[src/rtl/kwd_pkg.sv]
package kwd_pkg;

    // Stored control fields. The clear bit is an action and is never stored.
    typedef struct packed {
        logic       hold;
        logic       ivl_mode;
        logic       src_aux;
        logic [1:0] win_sel;
    } ctl_t;

    localparam int CTL_HOLD_BIT  = 7;
    localparam int CTL_MODE_BIT  = 4;
    localparam int CTL_CLR_BIT   = 3;
    localparam int CTL_SRC_BIT   = 2;

    localparam int IRQ_FLAG_BIT  = 0;
    localparam int IRQ_EN_BIT    = 1;

    function automatic logic [7:0] ctl_to_byte(input ctl_t c);
        logic [7:0] b;
        b = 8'h00;
        b[CTL_HOLD_BIT] = c.hold;
        b[CTL_MODE_BIT] = c.ivl_mode;
        b[CTL_SRC_BIT]  = c.src_aux;
        b[1:0]          = c.win_sel;
        return b;
    endfunction

    function automatic ctl_t byte_to_ctl(input logic [7:0] b);
        ctl_t c;
        c.hold     = b[CTL_HOLD_BIT];
        c.ivl_mode = b[CTL_MODE_BIT];
        c.src_aux  = b[CTL_SRC_BIT];
        c.win_sel  = b[1:0];
        return c;
    endfunction

endpackage

[src/rtl/kwd_tick_sel.sv]
module kwd_tick_sel #(
    parameter int CNT_W    = 16,
    parameter int LG_LONG  = 15,
    parameter int LG_MID   = 13,
    parameter int LG_SHORT = 9,
    parameter int LG_TINY  = 6
) (
    input  logic             fast_ce,
    input  logic             aux_ce,
    input  logic             src_aux,
    input  logic [1:0]       win_sel,
    output logic             tick,
    output logic [CNT_W-1:0] win_mask
);

    localparam int NUM_WIN = 4;

    logic [CNT_W-1:0] masks [NUM_WIN];

    for (genvar i = 0; i < NUM_WIN; i++) begin : g_win
        localparam int LG = (i == 0) ? LG_LONG  :
                            (i == 1) ? LG_MID   :
                            (i == 2) ? LG_SHORT : LG_TINY;
        assign masks[i] = {CNT_W{1'b1}} >> (CNT_W - LG);
    end

    always_comb begin
        tick     = src_aux ? aux_ce : fast_ce;
        win_mask = masks[win_sel];
    end

endmodule

[src/rtl/kwd_counter.sv]
module kwd_counter #(
    parameter int CNT_W = 16
) (
    input  logic             clk,
    input  logic             rst_n,
    input  logic             tick,
    input  logic             hold,
    input  logic             clr,
    input  logic [CNT_W-1:0] win_mask,
    output logic [CNT_W-1:0] cnt,
    output logic             expire
);

    typedef struct packed {
        logic [CNT_W-1:0] cnt;
    } cnt_state_t;

    cnt_state_t st_d, st_q;
    logic       adv;

    always_comb begin
        st_d   = st_q;
        adv    = tick && !hold;
        expire = adv && ((st_q.cnt & win_mask) == win_mask);
        if (clr) begin
            st_d.cnt = '0;
        end else if (adv) begin
            st_d.cnt = st_q.cnt + CNT_W'(1);
        end
    end

    always_ff @(posedge clk or negedge rst_n) begin
        if (!rst_n) begin
            st_q <= '0;
        end else begin
            st_q <= st_d;
        end
    end

    assign cnt = st_q.cnt;

endmodule

[src/rtl/kwd_ctrl.sv]
module kwd_ctrl
    import kwd_pkg::*;
#(
    parameter logic [7:0] UNLOCK_KEY = 8'h5A,
    parameter logic [7:0] READ_SIG   = 8'h69
) (
    input  logic        clk,
    input  logic        rst_n,
    input  logic        bus_en,
    input  logic        bus_we,
    input  logic        bus_addr,
    input  logic [15:0] bus_wdata,
    output logic [15:0] bus_rdata,
    input  logic        gie,
    input  logic        irq_ack,
    input  logic        expire,
    output ctl_t        ctl,
    output logic        cnt_clr,
    output logic        sys_rst_req,
    output logic        irq_flag,
    output logic        irq_req
);

    typedef struct packed {
        ctl_t ctl;
        logic flag;
        logic irq_en;
        logic rst_req;
    } ctrl_state_t;

    ctrl_state_t st_d, st_q;

    logic wr_ctl, wr_irq, key_ok, good_wr, bad_wr, wdt_fire, ivl_fire, restart;
    logic unused_wdata;

    always_comb begin
        st_d     = st_q;
        wr_ctl   = bus_en && bus_we && !bus_addr;
        wr_irq   = bus_en && bus_we &&  bus_addr;
        key_ok   = bus_wdata[15:8] == UNLOCK_KEY;
        good_wr  = wr_ctl && key_ok;
        bad_wr   = wr_ctl && !key_ok;
        wdt_fire = expire && !st_q.ctl.ivl_mode;
        ivl_fire = expire &&  st_q.ctl.ivl_mode;
        restart  = bad_wr || wdt_fire;

        // control word
        if (restart) begin
            st_d.ctl = '0;
        end else if (good_wr) begin
            st_d.ctl = byte_to_ctl(bus_wdata[7:0]);
        end

        // counter clear: keyed clear request or system restart
        cnt_clr = restart || (good_wr && bus_wdata[CTL_CLR_BIT]);

        // local enable
        if (restart) begin
            st_d.irq_en = 1'b0;
        end else if (wr_irq) begin
            st_d.irq_en = bus_wdata[IRQ_EN_BIT];
        end

        // flag: a setting event outranks every clearing event
        if (restart || ivl_fire) begin
            st_d.flag = 1'b1;
        end else if (wr_irq) begin
            st_d.flag = bus_wdata[IRQ_FLAG_BIT];
        end else if (irq_ack && st_q.ctl.ivl_mode) begin
            st_d.flag = 1'b0;
        end

        st_d.rst_req = restart;

        // read mux
        if (bus_addr) begin
            bus_rdata = 16'h0000;
            bus_rdata[IRQ_FLAG_BIT] = st_q.flag;
            bus_rdata[IRQ_EN_BIT]   = st_q.irq_en;
        end else begin
            bus_rdata = {READ_SIG, ctl_to_byte(st_q.ctl)};
        end
    end

    always_ff @(posedge clk or negedge rst_n) begin
        if (!rst_n) begin
            st_q <= '0;
        end else begin
            st_q <= st_d;
        end
    end

    assign unused_wdata = ^{bus_wdata[6:5], bus_wdata[15:8]};

    assign ctl         = st_q.ctl;
    assign sys_rst_req = st_q.rst_req;
    assign irq_flag    = st_q.flag;
    assign irq_req     = st_q.flag && st_q.irq_en && gie && st_q.ctl.ivl_mode;

endmodule

[src/rtl/keyed_watchdog.sv]
module keyed_watchdog
    import kwd_pkg::*;
#(
    parameter int         CNT_W      = 16,
    parameter logic [7:0] UNLOCK_KEY = 8'h5A,
    parameter logic [7:0] READ_SIG   = 8'h69
) (
    input  logic        clk,
    input  logic        rst_n,
    input  logic        fast_ce,
    input  logic        aux_ce,
    input  logic        bus_en,
    input  logic        bus_we,
    input  logic        bus_addr,
    input  logic [15:0] bus_wdata,
    output logic [15:0] bus_rdata,
    input  logic        gie,
    input  logic        irq_ack,
    output logic        sys_rst_req,
    output logic        irq_flag,
    output logic        irq_req
);

    ctl_t             ctl;
    logic             cnt_clr;
    logic             tick;
    logic             expire;
    logic [CNT_W-1:0] win_mask;
    logic [CNT_W-1:0] cnt;

    kwd_ctrl #(
        .UNLOCK_KEY (UNLOCK_KEY),
        .READ_SIG   (READ_SIG)
    ) u_ctrl (
        .clk         (clk),
        .rst_n       (rst_n),
        .bus_en      (bus_en),
        .bus_we      (bus_we),
        .bus_addr    (bus_addr),
        .bus_wdata   (bus_wdata),
        .bus_rdata   (bus_rdata),
        .gie         (gie),
        .irq_ack     (irq_ack),
        .expire      (expire),
        .ctl         (ctl),
        .cnt_clr     (cnt_clr),
        .sys_rst_req (sys_rst_req),
        .irq_flag    (irq_flag),
        .irq_req     (irq_req)
    );

    kwd_tick_sel #(
        .CNT_W (CNT_W)
    ) u_tick (
        .fast_ce  (fast_ce),
        .aux_ce   (aux_ce),
        .src_aux  (ctl.src_aux),
        .win_sel  (ctl.win_sel),
        .tick     (tick),
        .win_mask (win_mask)
    );

    kwd_counter #(
        .CNT_W (CNT_W)
    ) u_cnt (
        .clk      (clk),
        .rst_n    (rst_n),
        .tick     (tick),
        .hold     (ctl.hold),
        .clr      (cnt_clr),
        .win_mask (win_mask),
        .cnt      (cnt),
        .expire   (expire)
    );

endmodule

[config.mk]
export PLATFORM = sky130hd
export DESIGN_NAME = keyed_watchdog
export DESIGN_NICKNAME = d
export VERILOG_FILES = /design/src/rtl/kwd_pkg.sv /design/src/rtl/kwd_tick_sel.sv /design/src/rtl/kwd_counter.sv /design/src/rtl/kwd_ctrl.sv /design/src/rtl/keyed_watchdog.sv
export SDC_FILE = /design/constraint.sdc
export NUM_CORES = 1
export LEC_CHECK = 0
export BUFFER_PORTS_ARGS = -buffer_cell sky130_fd_sc_hd__buf_2
export CAP_MARGIN = 20
export CORE_AREA = 2 2 55 57
export CTS_CLUSTER_SIZE = 12
export DETAILED_ROUTE_END_ITERATION = 10
export DIE_AREA = 0 0 57 59
export GPL_TIMING_DRIVEN = 0
export PLACE_DENSITY = 0.77
export SLEW_MARGIN = 0
export SYNTH_ARGS = -nofsm -noshare
export SYNTH_HDL_FRONTEND = slang
export SYNTH_SLANG_ARGS = --single-unit
[constraint.sdc]
create_clock -name clk -period 2.1 [get_ports clk]
set_input_delay 0.105 -clock clk [delete_from_list [all_inputs] [get_ports clk]]
set_output_delay 0.105 -clock clk [all_outputs]
set_load 0.01 [all_outputs]
======== Word level (Yosys, flattened, before mapping) ========
Cells that the tools add are included.
word-level totals
  output and inout port bits .............. 19
  logic and storage cells ................. 53
  memories kept ........................... 0
  flip-flop bits (word level) ............. 24
  bits in latches ......................... 0
  input bits .............................. 25
  bits in read-only memories .............. 0
  memory bits (writable) .................. 0
cells by class
  multiplexer cells ....................... 14
  shift-type cells ........................ 0
  bitwise operators ....................... 2
  multipliers ............................. 0
  reduce and logical (&&, ||, !) cells .... 25
  equality and inequality tests ........... 2
  add/subtract/negate cells ............... 1
  divide/modulo/power cells ............... 0
  order comparisons ....................... 1
operator list
  cell                                                                    number
  16-bit 2-to-1 mux                                                       4
  16-bit binary-select mux with 2-bit select                              1
  16-bit by 1-bit adder with 16-bit output (second input constant)        1
  16-bit AND                                                              1
  16-bit equality test                                                    1
  15-bit 2-to-1 mux                                                       1
  1-bit logical AND                                                       14
  5-bit 2-to-1 mux                                                        2
  8-bit by 7-bit equality test with 1-bit output (second input constant)  1
  1-bit 2-to-1 mux                                                        6
  2-bit nonzero test                                                      3
  1-bit zero test                                                         4
  3-bit greater-or-equal comparator (second input constant)               1
  1-bit logical OR                                                        3
  2-bit inverter with 3-bit output                                        1
  3-bit nonzero test                                                      1

======== Longest topological paths before layout ========
Gate-level depths: netlist (run 1).
  word-level depth ........................ 11
  mapped depth ............................ 7
  mapped depth without buffers ............ 5

======== By module ========
A second synthesis (run 1) with hierarchy kept.
unflattened totals
  cell total of the unflattened synthesis .. 191
  area total of the unflattened synthesis .. 1,730.4 µm²
by module, submodules not included
  module        area each (µm²)  seq. area each (µm²)  times used  cells each
  kwd_counter   948.4            400.4                 1           104
  kwd_ctrl      650.6            200.2                 1           68
  kwd_tick_sel  131.4            0.0                   1           19

======== Worst setup path before layout (run 1) ========
Ideal clock, no wire load.
  path kind ............................... register to register
  from .................................... reg u_cnt.st_q (netlist bit u_cnt.cnt[0])
  to ...................................... reg u_cnt.st_q (netlist bit u_cnt.cnt[0])
  required time ........................... 1,979 ps
  stages on the path, launching flop included .. 8
  clock period less this slack ............ 1,766 ps
  slack ................................... 334 ps
  library setup time ...................... 121 ps
  path buffers ............................ 2
  arrival time ............................ 1,645 ps
  path through ............................ dfrtp_1 -> ha_1 -> nand3b_1 -> or3_1 -> clkbuf_1 -> o31ai_4 -> buf_2 -> nor2_1
between the ends
  cells in the longest elaborated chain, start to end .. 7
  elaborated cells between the ends (all ways) .. 10
  classes of those cells .................. 1 x add/sub; 1 x eq/ne; 2 x mux; 1 x bitwise; 5 x reduce/logical
RTL lines
  what                                                                                              line               source
  start, declared                                                                                   kwd_counter.sv:18  cnt_state_t st_d, st_q;
  start signal, assigned                                                                            kwd_counter.sv:36  st_q <= st_d;
  parallel branches: the longest is 7 deep, another holds 16-bit by 1-bit adder with 16-bit output  -
Parallel ways; which one is timed is not known. The select of a mux whose other input is x is not followed.
A chain may end at the register's enable or synchronous reset.

======== Worst setup path in the final report (run 1) ========
  from .................................... reg u_ctrl.st_q (netlist bit u_ctrl.ctl[2])
  to ...................................... reg u_cnt.st_q (netlist bit u_cnt.cnt[14])
between the ends
  cells in the longest elaborated chain, start to end .. 7
  elaborated cells between the ends (all ways) .. 8
  classes of those cells .................. 2 x mux; 6 x reduce/logical
RTL lines
  what                                                            line                source
  start, declared                                                 kwd_ctrl.sv:31      ctrl_state_t st_d, st_q;
  start signal, assigned                                          kwd_ctrl.sv:89      st_q <= st_d;
  1-bit 2-to-1 mux (*)                                            kwd_tick_sel.sv:28  tick = src_aux ? aux_ce : fast_ce;
  1-bit logical AND (*)                                           kwd_counter.sv:23   adv = tick && !hold;
  1-bit logical AND                                               kwd_counter.sv:24   expire = adv && ((st_q.cnt & win_mask) == win_mask);
  1-bit logical AND                                               kwd_ctrl.sv:43      wdt_fire = expire && !st_q.ctl.ivl_mode;
  1-bit logical OR                                                kwd_ctrl.sv:45      restart = bad_wr || wdt_fire;
  1-bit logical OR                                                kwd_ctrl.sv:55      cnt_clr = restart || (good_wr && bus_wdata[CTL_CLR_BIT]);
  16-bit 2-to-1 mux / 2-bit nonzero test (equally long branches)  -
Mark *: on every way between the ends. The rest lies on a longest branch, timed or not.

==> results of run 1 <==
## flip-flops by register name (all words and copies together), names as in the netlist
register	cells
u_ctrl.irq_flag	1
u_cnt.cnt	15
u_ctrl.sys_rst_req	1
u_ctrl.ctl	5
u_ctrl.st_q	1
## metrics by stage
step	instances	setup slack, ns	power [mW]
detailed placement	213	0.0257	0.713
floorplan	149	0.334	0.642
finish	218	0.197	0.910
CTS	218	0.0100	0.912
global route	218	0.109	0.971
global placement	213	0.0760	0.698
## cell families (layout without fill, tap and decap cells)
| logic type | Yosys count | after routing | synth area share [%] |
|---|---|---|---|
| AO/OA/AOI/OAI | 27 | 27 | 13.6 |
| multiplexers | 3 | 3 | 2.34 |
| adder cells (fa/ha/maj) | 1 | 1 | 0.934 |
| AND/OR/NAND/NOR | 59 | 59 | 25.0 |
| flip-flops | 23 | 23 | 43.0 |
| XOR/XNOR | 9 | 9 | 5.89 |
| buffers and inverters | 20 | 58 | 9.06 |
| other | 1 | 7 | 0.280 |
## synth_stat cells, types with 2 or more instances
cell type,number
xnor2_1,9
a21oi_1,8
mux2i_1,2
nor3_1,3
clkbuf_1,2
buf_4,10
nor2_1,17
dfrtp_1,23
a22oi_1,3
nor2b_1,3
nand3b_1,2
nand3_1,5
or4_4,2
o21ai_0,9
nor3b_1,2
nor4_1,3
inv_1,6
nand2_1,8
or3_1,5
## layout by cell type, fill, tap and decap left out, drive strengths merged, types with 2 or more instances in the layout
master  count
a21oi       8
a22oi       3
buf        46
clkbuf      5
conb        7
dfrtp      23
inv         6
mux2i       2
nand2       8
nand3       5
nand3b      2
nor2       17
nor2b       3
nor3        4
nor3b       2
nor4        3
o21ai       9
o31ai       3
or3         5
or4         3
xnor2       9
## worst min path at each step
stage	start	end	slack, ns	cells past startpoint
finish	bus_wdata[2]	u_ctrl.ctl[2]	0.04	3
global route	bus_wdata[2]	u_ctrl.ctl[2]	0.03	3
CTS	bus_wdata[2]	u_ctrl.ctl[2]	0.04	3
detailed placement	rst_n	u_cnt.cnt[5]	0.11	1
global placement	rst_n	u_cnt.cnt[5]	0.1	1
floorplan	rst_n	u_cnt.cnt[0]	-0.19	0
## worst max-delay path, stage by stage (launching register included)
cell     delay [ns]
dfrtp_1        0.43
mux2i_1        0.17
buf_6          0.16
or4_4          0.51
or4_1          0.41
a21oi_1        0.15
## metal layers
layer / global-route usage [%] / vias to the layer above
met3: 2.84 / 4
met4: 8.31 / 0
met1: 22.1 / 557
met2: 36.6 / 39
met5: 0 / -
li1: - / 577
## final cells by class
| cell class | instances | area (sq um) |
|---|---|---|
| repair buffers | 35 | 183 |
| fillers | 241 | 1100 |
| plain buffers | 13 | 97.6 |
| multi-input cells | 106 | 669 |
| flip-flops and latches | 23 | 576 |
| clock buffers | 4 | 26.3 |
| inverters | 6 | 22.5 |
| well taps | 31 | 38.8 |
## what timing repair did
action	4_1_cts	5_1_grt
hold buffers	1	0
endpoints found under the setup margin	0	10
setup buffers	0	1
gates resized for setup	0	3
endpoints found under the hold margin	23	0
## power breakdown
part	switching [mW]	internal, mW	leakage [nW]
Clock	0.128	0.0742	0.0150
Sequential	0.0370	0.482	0.310
Combinational	0.0945	0.0935	0.432
Total	0.260	0.650	0.757
==> key figures, run 1 <==
Logic synthesis
  – EDFF count, synth: 0
  – Synth Register Bits: 23
  – Syn Std Cell Area: 1340 sq um
  – Synth top area share: 43.0%
  – Synth Flop Type: dfrtp_1
  – Area contributors post-synth: dfrtp_1 43%, xnor2_1 5.9%, buf_4 5.6%
  – Cells after synthesis: 143
  – Ys async rst share: 100%
  – Syn avg cell area: 9.36 sq um
  – Sequential share of the synthesized area: 43.0%
  – Largest area contributor in the netlist: dfrtp_1
  – Yosys cell types: 40
  – Warnings from Yosys: 0

Routing
  – Vias/cell: 5.40
  – First DRT Iteration DRCs: 32
  – Length of routed met2 wiring: 1.44 mm
  – Total wire length: 2.81 mm
  – Met3 wire len: 161 microns
  – Vias post-DR: 1177
  – Average wire per standard cell: 12.9 microns
  – Detail Route Antenna Nets: 0
  – First-pass DRT Iterations: 4
  – Residual DRC count: 0
  – Top sig layer: met4
  – Wl on met1: 1.17 mm

Placed design
  – Port bufs: 33
  – Placer congestion estimate: 0.792
  – Post-DP HPWL: 2.22 mm
  – Placed inst area: 1570 sq um

Timing
  – Hold Slack: 0.0354 ns
  – Highest Clock Rate: 0.526 GHz
  – Endpoints failing hold: 0
  – Setup violators final: 0
  – Fin crit period: 1.90 ns
  – Crit share post-route: 90.6%
  – Slew HR: 65.4%
  – Worst slew pin tran: 0.519 ns
  – Unrepaired setup endpoints after global routing: false
  – Fin. max-slew vios: 0
  – Setup TNS: 0 ns
  – Clk_skew: 0.00835 ns

Job
  – Max Cap Viol: 0

Layout
  – Share of cells above drive strength 1: 30.5%
  – Nets: 214
  – Final Cell Area: 1610 sq um
  – Ant. Diodes: 0
  – Area grow syn2layout: 20.5%
  – Util after Layout: 59.5%

Setup path
  – FF-to-FF setup slack: 0.20 ns
  – Reg-to-reg startpoint: u_ctrl.ctl[2]
  – Worst setup endpoint: u_cnt.cnt[14]
  – Arrival time worst endpoint: 2.14 ns
  – Critical Path Start Type: register
  – Crit Path Category: register to register
  – Crit. End Element: register
  – Reg2reg path depth: 5
  – Crit. Startpoint: u_ctrl.ctl[2]
  – Crit-path max FO: 10
  – CP required: 2.34 ns
  – R2r endpoint: u_cnt.cnt[14]

Clock network
  – CTS H-Tree Depth: 1
  – Clock root buffer: clkbuf_4
  – TritonCTS clock tree: built
  – Worst-Skew Late Latency: 0.31 ns
  – Largest buffer count on any clock path: 2
  – Sink Count: 23
  – CTS Buf Count: 3
  – Reg clk slew, reported paths: 0.12 ns

Floorplan
  – # IOs: 44
  – Die height: 59 microns
  – Die footprint: 3360 sq um
  – Initial Utilization: 49.4%
  – Width of the die: 57 microns
  – Area of the core: 2710 sq um
  – Row count: 19

Global route
  – GR Util All Layers: 19.5%
  – Gr ovfl total: 0
  – First-pass GRT wire length: 5.06 mm
  – Vias in the first global route: 1197
  – Largest net degree at the start of global routing: 24
  – Initial antenna violation count: 0

Power and ir drop
  – Leakage power total: 0.757 nW
  – Pwr dens: 564 nW/um^2
  – VDD IR max: 374 uV

Outcome
  – Outcome: completed

Worst hold path
  – Hold Path Class: input port to register
Power figures use the tool's default switching activity.
==> run 2, diff against run 1 <==
--- a/config.mk
+++ b/config.mk
@@ -7,12 +7,12 @@
 export LEC_CHECK = 0
 export BUFFER_PORTS_ARGS = -buffer_cell sky130_fd_sc_hd__buf_2
 export CAP_MARGIN = 20
-export CORE_AREA = 2 2 55 57
+export CORE_AREA = 2 2 58 60
 export CTS_CLUSTER_SIZE = 12
 export DETAILED_ROUTE_END_ITERATION = 10
-export DIE_AREA = 0 0 57 59
+export DIE_AREA = 0 0 60 62
 export GPL_TIMING_DRIVEN = 0
-export PLACE_DENSITY = 0.77
+export PLACE_DENSITY = 0.7
 export SLEW_MARGIN = 0
 export SYNTH_ARGS = -nofsm -noshare
 export SYNTH_HDL_FRONTEND = slang
==> run 2 against run 1 <==
  * Via count down 1.4%
  * Combinational power is 2% lower
  * Clock skew fell by 0.0057 ns
  * Maximum frequency shrank 3.4%
==> key figures, run 2 (synthesis results as in run 1) <==
Outcome
  – Outcome: completed (unchanged)

Clock network
  – Worst-Skew Late Latency: 0.30 ns (was 0.31 ns)
  – Reg clk slew, reported paths: 0.12 ns (about the same)
  – Clock root buffer: clkbuf_4 (unchanged)
  – Sink Count: 23 (unchanged)
  – CTS H-Tree Depth: 1 (unchanged)
  – CTS Buf Count: 3 (unchanged)
  – Largest buffer count on any clock path: 2 (unchanged)
  – TritonCTS clock tree: built (unchanged)

Layout
  – Filler cells: 296 (was 241)
  – Register area: 576 sq um (unchanged)
  – Area of the multi-input gates: 664 sq um (was 669 sq um)
  – Ant. Diodes: 0 (unchanged)
  – Area grow syn2layout: 21.8% (was 20.5%)
  – Share of cells above drive strength 1: 29.8% (was 30.5%)
  – Nets: 215 (was 214)
  – Commonest cells after routing, fill and taps aside: 33 x buf_2, 23 x dfrtp_1, 17 x nor2_1 (unchanged)
  – Fin cells: 234 (was 218)
  – Commonest non-fill, non-tap cell in the layout: buf_2 (unchanged)
  – Max FFs per register: 15 (unchanged)

Setup path
  – Reg2reg path depth: 7 (was 5)
  – R2r endpoint: u_cnt.cnt[0] (was u_cnt.cnt[14])
  – Critical Path Start Type: register (unchanged)
  – Crit. End Element: register (unchanged)
  – Crit-path max FO: 10 (unchanged)
  – Arrival time worst endpoint: 2.18 ns (was 2.14 ns)
  – CP required: 2.31 ns (was 2.34 ns)
  – Crit Path Category: register to register (unchanged)
  – Reg-to-reg startpoint: u_cnt.cnt[0] (was u_ctrl.ctl[2])
  – Worst setup endpoint: u_cnt.cnt[0] (was u_cnt.cnt[14])
  – FF-to-FF setup slack: 0.13 ns (was 0.20 ns)
  – Crit. Startpoint: u_cnt.cnt[0] (was u_ctrl.ctl[2])

Global route
  – Gr ovfl total: 0 (unchanged)
  – Vias in the first global route: 1108 (was 1197)
  – First-pass GRT wire length: 4.67 mm (was 5.06 mm)
  – GR Util All Layers: 16.6% (was 19.5%)
  – Initial antenna violation count: 0 (unchanged)
  – Largest net degree at the start of global routing: 24 (unchanged)

Routing
  – Length of routed met2 wiring: 1.39 mm (was 1.44 mm)
  – Total wire length: 2.74 mm (was 2.81 mm)
  – Vias/cell: 4.96 (was 5.40)
  – Wl on met1: 1.21 mm (was 1.17 mm)
  – Top sig layer: met4 (unchanged)
  – First DRT Iteration DRCs: 21 (was 32)
  – First-pass DRT Iterations: 4 (unchanged)
  – Average wire per standard cell: 11.7 microns (was 12.9 microns)
  – Vias post-DR: 1160 (was 1177)
  – Detail Route Antenna Nets: 0 (unchanged)
  – Residual DRC count: 0 (unchanged)
  – Met3 wire len: 120 microns (was 161 microns)

Timing
  – Worst slew pin tran: 0.510 ns (was 0.519 ns)
  – Unrepaired setup endpoints after global routing: false (unchanged)
  – Highest Clock Rate: 0.508 GHz (was 0.526 GHz)
  – Fin. max-slew vios: 0 (unchanged)
  – Endpoints failing hold: 0 (unchanged)
  – Worst setup margin: 0.130 ns (was 0.197 ns)
  – Setup violators final: 0 (unchanged)
  – Fin crit period: 1.97 ns (was 1.90 ns)
  – Hold Slack: 0.0496 ns (was 0.0354 ns)
  – Clk_skew: 0.00266 ns (was 0.00835 ns)
  – Crit share post-route: 93.8% (was 90.6%)
  – Setup TNS: 0 ns (unchanged)
  – Slew HR: 66.0% (was 65.4%)

Power and ir drop
  – Switching Share: 28.0% (was 28.5%)
  – VDD IR max: 334 uV (was 374 uV)
  – Sequential fraction of design power: 57.4% (was 57.1%)
  – Pwr dens: 553 nW/um^2 (was 564 nW/um^2)
  – Power share of the clock group: 22.2% (about the same)
  – Internal power: 0.648 mW (was 0.650 mW)
  – Share of power burned in combinational logic: 20.4% (was 20.7%)
  – Net Sw Power: 0.253 mW (was 0.260 mW)
  – Leakage power total: 0.756 nW (was 0.757 nW)
  – Total chip power: 0.901 mW (was 0.910 mW)

Floorplan
  – Die height: 62 microns (was 59 microns)
  – # IOs: 44 (unchanged)
  – Area of the core: 3180 sq um (was 2710 sq um)
  – Initial Utilization: 42.1% (was 49.4%)
  – Width of the die: 60 microns (was 57 microns)
  – Row count: 21 (was 19)
  – Die footprint: 3720 sq um (was 3360 sq um)

Job
  – Max Cap Viol: 0 (unchanged)

Worst hold path
  – Hold Path Class: input port to register (unchanged)

Placed design
  – Post-DP HPWL: 2.14 mm (was 2.22 mm)
  – Placed insts: 228 (was 213)
  – Placer congestion estimate: 0.793 (was 0.792)
  – Port bufs: 33 (unchanged)
  – Place WS: 0.0217 ns (was 0.0257 ns)
==> run 2: worst min path at each step <==
stage | from | to | slack [ns] | cells past startpoint
after floorplan | rst_n | u_cnt.cnt[0] | -0.19 | 0
after global placement | rst_n | u_cnt.cnt[5] | 0.1 | 1
after detailed placement | rst_n | u_cnt.cnt[11] | 0.11 | 1
after CTS | bus_wdata[2] | u_ctrl.ctl[2] | 0.05 | 3
after global routing | bus_wdata[7] | u_ctrl.ctl[4] | 0.05 | 3
final | bus_wdata[2] | u_ctrl.ctl[2] | 0.05 | 3
==> run 2: power groups by stage <==
| stage | clock (mW) | combinational [mW] | sequential, mW |
|---|---|---|---|
| global route | 0.228 | 0.212 | 0.522 |
| global placement | 0 | 0.176 | 0.523 |
| floorplan | 0 | 0.122 | 0.519 |
| detailed placement | 0 | 0.183 | 0.526 |
| finish | 0.200 | 0.184 | 0.517 |
| CTS | 0.208 | 0.187 | 0.518 |
==> run 2: metrics by stage <==
step / utilization (%) / cell area [sq um]
after floorplan: - / 1360
after global placement: 49.8 / 1580
after detailed placement: 49.8 / 1580
after CTS: 51.2 / 1630
after global routing: 51.3 / 1630
final: 51.3 / 1630
==> run 2: metal layers <==
layer	track usage, %	up-vias
li1	-	583
met1	19.7	544
met2	30.7	31
met3	1.45	2
met4	7.30	0
met5	0	-
==> run 2: cell type report <==
cell class,instances,area share [%]
multi-input cells,106,40.8
clock buffers,4,1.61
flip-flops and latches,23,35.3
plain buffers,14,6.22
repair buffers,35,11.2
well taps,46,3.53
inverters,6,1.38
==> run 2: worst max-delay path, stage by stage (launching register included) <==
cell and delay, ns:
dfrtp_1 0.42, ha_1 0.18, nand3b_1 0.14, or3_1 0.33, clkbuf_1 0.19, o31ai_4 0.30
clkbuf_4 0.25, nor2_1 0.07
==> run 2: timing repair <==
action,CTS,global route
buffers inserted,1,0
resized for setup,0,1
setup endpoints to repair,8,4
endpoints found under the hold margin,23,0
pin swaps,1,0
hold buffers,1,0
==> run 3, diff against run 2 <==
--- a/config.mk
+++ b/config.mk
@@ -7,13 +7,14 @@
 export LEC_CHECK = 0
 export BUFFER_PORTS_ARGS = -buffer_cell sky130_fd_sc_hd__buf_2
 export CAP_MARGIN = 20
-export CORE_AREA = 2 2 58 60
+export CORE_AREA = 2 2 66 68
 export CTS_CLUSTER_SIZE = 12
 export DETAILED_ROUTE_END_ITERATION = 10
-export DIE_AREA = 0 0 60 62
+export DIE_AREA = 0 0 68 70
 export GPL_TIMING_DRIVEN = 0
-export PLACE_DENSITY = 0.7
+export PLACE_DENSITY = 0.67
 export SLEW_MARGIN = 0
 export SYNTH_ARGS = -nofsm -noshare
 export SYNTH_HDL_FRONTEND = slang
+export SYNTH_HIERARCHICAL = 1
 export SYNTH_SLANG_ARGS = --single-unit
==> run 3 against run 2 <==
  * Flip-flop and latch count is 1 higher
  * Power is 29% higher
  * Maximum frequency is 0.21% lower
  * Die area is 28% higher
  * Cell count is 29% higher
  * Critical endpoint is now u_cnt/cnt[15]
  * Largest power group unchanged
==> key figures, run 3 <==
Global route
  – GR Util All Layers: 16.3% (was 16.6%)
  – Gr ovfl total: 0 (unchanged)
  – Largest net degree at the start of global routing: 25 (was 24)
  – Initial antenna violation count: 0 (unchanged)
  – Vias in the first global route: 1388 (was 1108)
  – First-pass GRT wire length: 6.02 mm (was 4.67 mm)

Setup path
  – Worst setup endpoint: u_cnt/cnt[15] (was u_cnt.cnt[0])
  – Reg-to-reg startpoint: u_ctrl/ctl[2] (was u_cnt.cnt[0])
  – Crit Path Category: register to register (unchanged)
  – Critical path's slowest cell: or4_4 (was dfrtp_1)
  – CP most frequent cell: o21ai_2
  – Crit-path max FO: 4 (was 10)
  – Max incr delay on CP: 0.50 ns (was 0.42 ns)
  – Crit. Startpoint: u_ctrl/ctl[2] (was u_cnt.cnt[0])
  – Worst-path cell chain: mux2_4, nor2b_4, o21ai_1, nor3_1, and3_4, nand2b_4, o21ai_2, or4_4, o21ai_2 (was ha_1, nand3b_1, or3_1, clkbuf_1, o31ai_4, clkbuf_4, nor2_1)
  – R2r endpoint: u_cnt/cnt[15] (was u_cnt.cnt[0])
  – Reg2reg path depth: 9 (was 7)
  – Arrival time worst endpoint: 2.18 ns (about the same)
  – CP required: 2.31 ns (about the same)
  – FF-to-FF setup slack: 0.13 ns (about the same)
  – Critical Path Start Type: register (unchanged)
  – Crit. End Element: register (unchanged)

Timing
  – Clk_skew: 0.0145 ns (was 0.00266 ns)
  – Setup violators final: 0 (unchanged)
  – Hold Slack: 0.0666 ns (was 0.0496 ns)
  – Fin. max-slew vios: 0 (unchanged)
  – Fin crit period: 1.97 ns (about the same)
  – Crit share post-route: 94.0% (was 93.8%)
  – Slew HR: 63.9% (was 66.0%)
  – Worst slew pin tran: 0.541 ns (was 0.510 ns)
  – Endpoints failing hold: 0 (unchanged)
  – Worst setup margin: 0.126 ns (was 0.130 ns)
  – Highest Clock Rate: 0.507 GHz (was 0.508 GHz)
  – Unrepaired setup endpoints after global routing: false (unchanged)

Clock network
  – CTS Buf Count: 3 (unchanged)
  – TritonCTS clock tree: built (unchanged)
  – Clock root buffer: clkbuf_8 (was clkbuf_4)
  – Reg clk slew, reported paths: 0.10 ns (was 0.12 ns)
  – Largest buffer count on any clock path: 2 (unchanged)
  – Sink Count: 24 (was 23)
  – Worst-Skew Late Latency: 0.27 ns (was 0.30 ns)
  – CTS H-Tree Depth: 1 (unchanged)

Power and ir drop
  – VDD IR max: 223 uV (was 334 uV)
  – Leakage power total: 1.16 nW (was 0.756 nW)
  – Pwr dens: 529 nW/um^2 (was 553 nW/um^2)

Logic synthesis
  – Syn Std Cell Area: 1720 sq um (was 1340 sq um)
  – Syn avg cell area: 9.07 sq um (was 9.36 sq um)
  – Cells after synthesis: 190 (was 143)
  – Warnings from Yosys: 6 (was 0)

Placed design
  – Placer congestion estimate: 0.798 (was 0.793)
  – Port bufs: 33 (unchanged)
  – Post-DP HPWL: 2.65 mm (was 2.14 mm)
  – Place WS: -0.509 ns (was 0.0217 ns)

Layout
  – Area grow syn2layout: 27.6% (was 21.8%)
  – Nets: 276 (was 215)
  – Commonest cells after routing, fill and taps aside: 41 x buf_4, 33 x buf_2, 23 x dfrtp_1 (was 33 x buf_2, 23 x dfrtp_1, 17 x nor2_1)
  – Filler cells: 394 (was 296)
  – Max FFs per register: 16 (was 15)
  – Share of cells above drive strength 1: 41.8% (was 29.8%)
  – Commonest non-fill, non-tap cell in the layout: buf_4 (was buf_2)
  – Ant. Diodes: 0 (unchanged)

Floorplan
  – Row count: 24 (was 21)
  – Die footprint: 4760 sq um (was 3720 sq um)
  – Die height: 70 microns (was 62 microns)
  – # IOs: 44 (unchanged)
  – Area of the core: 4140 sq um (was 3180 sq um)
  – Width of the die: 68 microns (was 60 microns)
  – Initial Utilization: 41.6% (was 42.1%)

Outcome
  – Outcome: completed (unchanged)

Routing
  – Vias post-DR: 1434 (was 1160)
  – First DRT Iteration DRCs: 45 (was 21)
  – Detail Route Antenna Nets: 0 (unchanged)
  – First-pass DRT Iterations: 4 (unchanged)
  – Total wire length: 3.70 mm (was 2.74 mm)
  – Vias/cell: 4.76 (was 4.96)
  – Average wire per standard cell: 12.3 microns (was 11.7 microns)
  – Residual DRC count: 0 (unchanged)

Worst hold path
  – Hold Path Class: input port to register (unchanged)

Job
  – Max Cap Viol: 0 (unchanged)
## run 3: per-stage QoR
stage / power, mW / utilization, % / area (sq um) / TNS (ns) / cells
detailed placement: 0.835 / 48.6 / 2010 / -5.34 / 286
finish: 1.16 / 53.0 / 2200 / 0 / 301
CTS: 1.16 / 52.1 / 2160 / 0 / 300
floorplan: 0.740 / - / 1780 / -0.911 / 201
global placement: 0.830 / 48.6 / 2010 / -5.19 / 286
global route: 1.22 / 53.0 / 2200 / 0 / 301
## run 3: critical path, delay by kind of cell, from the launching register on
family	cells	cell delay [ns]
AND/OR/NAND/NOR	5	0.97
flip-flops	1	0.40
AO/OA/AOI/OAI	3	0.22
multiplexers	1	0.31
## run 3: worst min-delay path by stage
| stage | start | to | slack, ns | depth (start not counted) |
|---|---|---|---|---|
| finish | bus_wdata[2] | u_ctrl/ctl[2] | 0.07 | 3 |
| global route | bus_wdata[0] | u_ctrl/ctl[0] | 0.08 | 3 |
| CTS | bus_wdata[2] | u_ctrl/ctl[2] | 0.08 | 3 |
| detailed placement | rst_n | u_cnt/cnt[8] | 0.12 | 1 |
| global placement | rst_n | u_cnt/cnt[9] | 0.12 | 1 |
| floorplan | rst_n | u_cnt/cnt[0] | -0.19 | 0 |
## run 3: layout make-up
type                            instances  area (sq um)  area share [%]
Multi-Input combinational cell        129           920            41.8
Sequential cell                        24           602            27.4
Timing Repair Buffer                   48           280            12.7
Buffer                                 29           218            9.90
Tap cell                               52          65.1            2.96
Inverter                               15          58.8            2.68
Clock buffer                            4          55.1            2.50
## run 3: layer usage
layer	vias up	wire, microns	GRT usage [%]	share of wire [%]
met5	-	0	0	0
met4	0	25	4.67	0.68
met3	2	165	2.42	4.5
met2	38	1860	27.8	50
met1	664	1650	20.8	45
li1	730	-	-	-
## run 3: what timing repair did
action,4_1_cts,5_1_grt
setup endpoints to repair,16,11
pin swaps,3,2
setup buffers,11,3
endpoints found under the hold margin,24,0
resized for setup,8,10
hold buffers,1,0
## run 3: report_power, final
part | switching, mW | internal [mW]
Clock | 0.156 | 0.168
Combinational | 0.116 | 0.132
Sequential | 0.0822 | 0.508
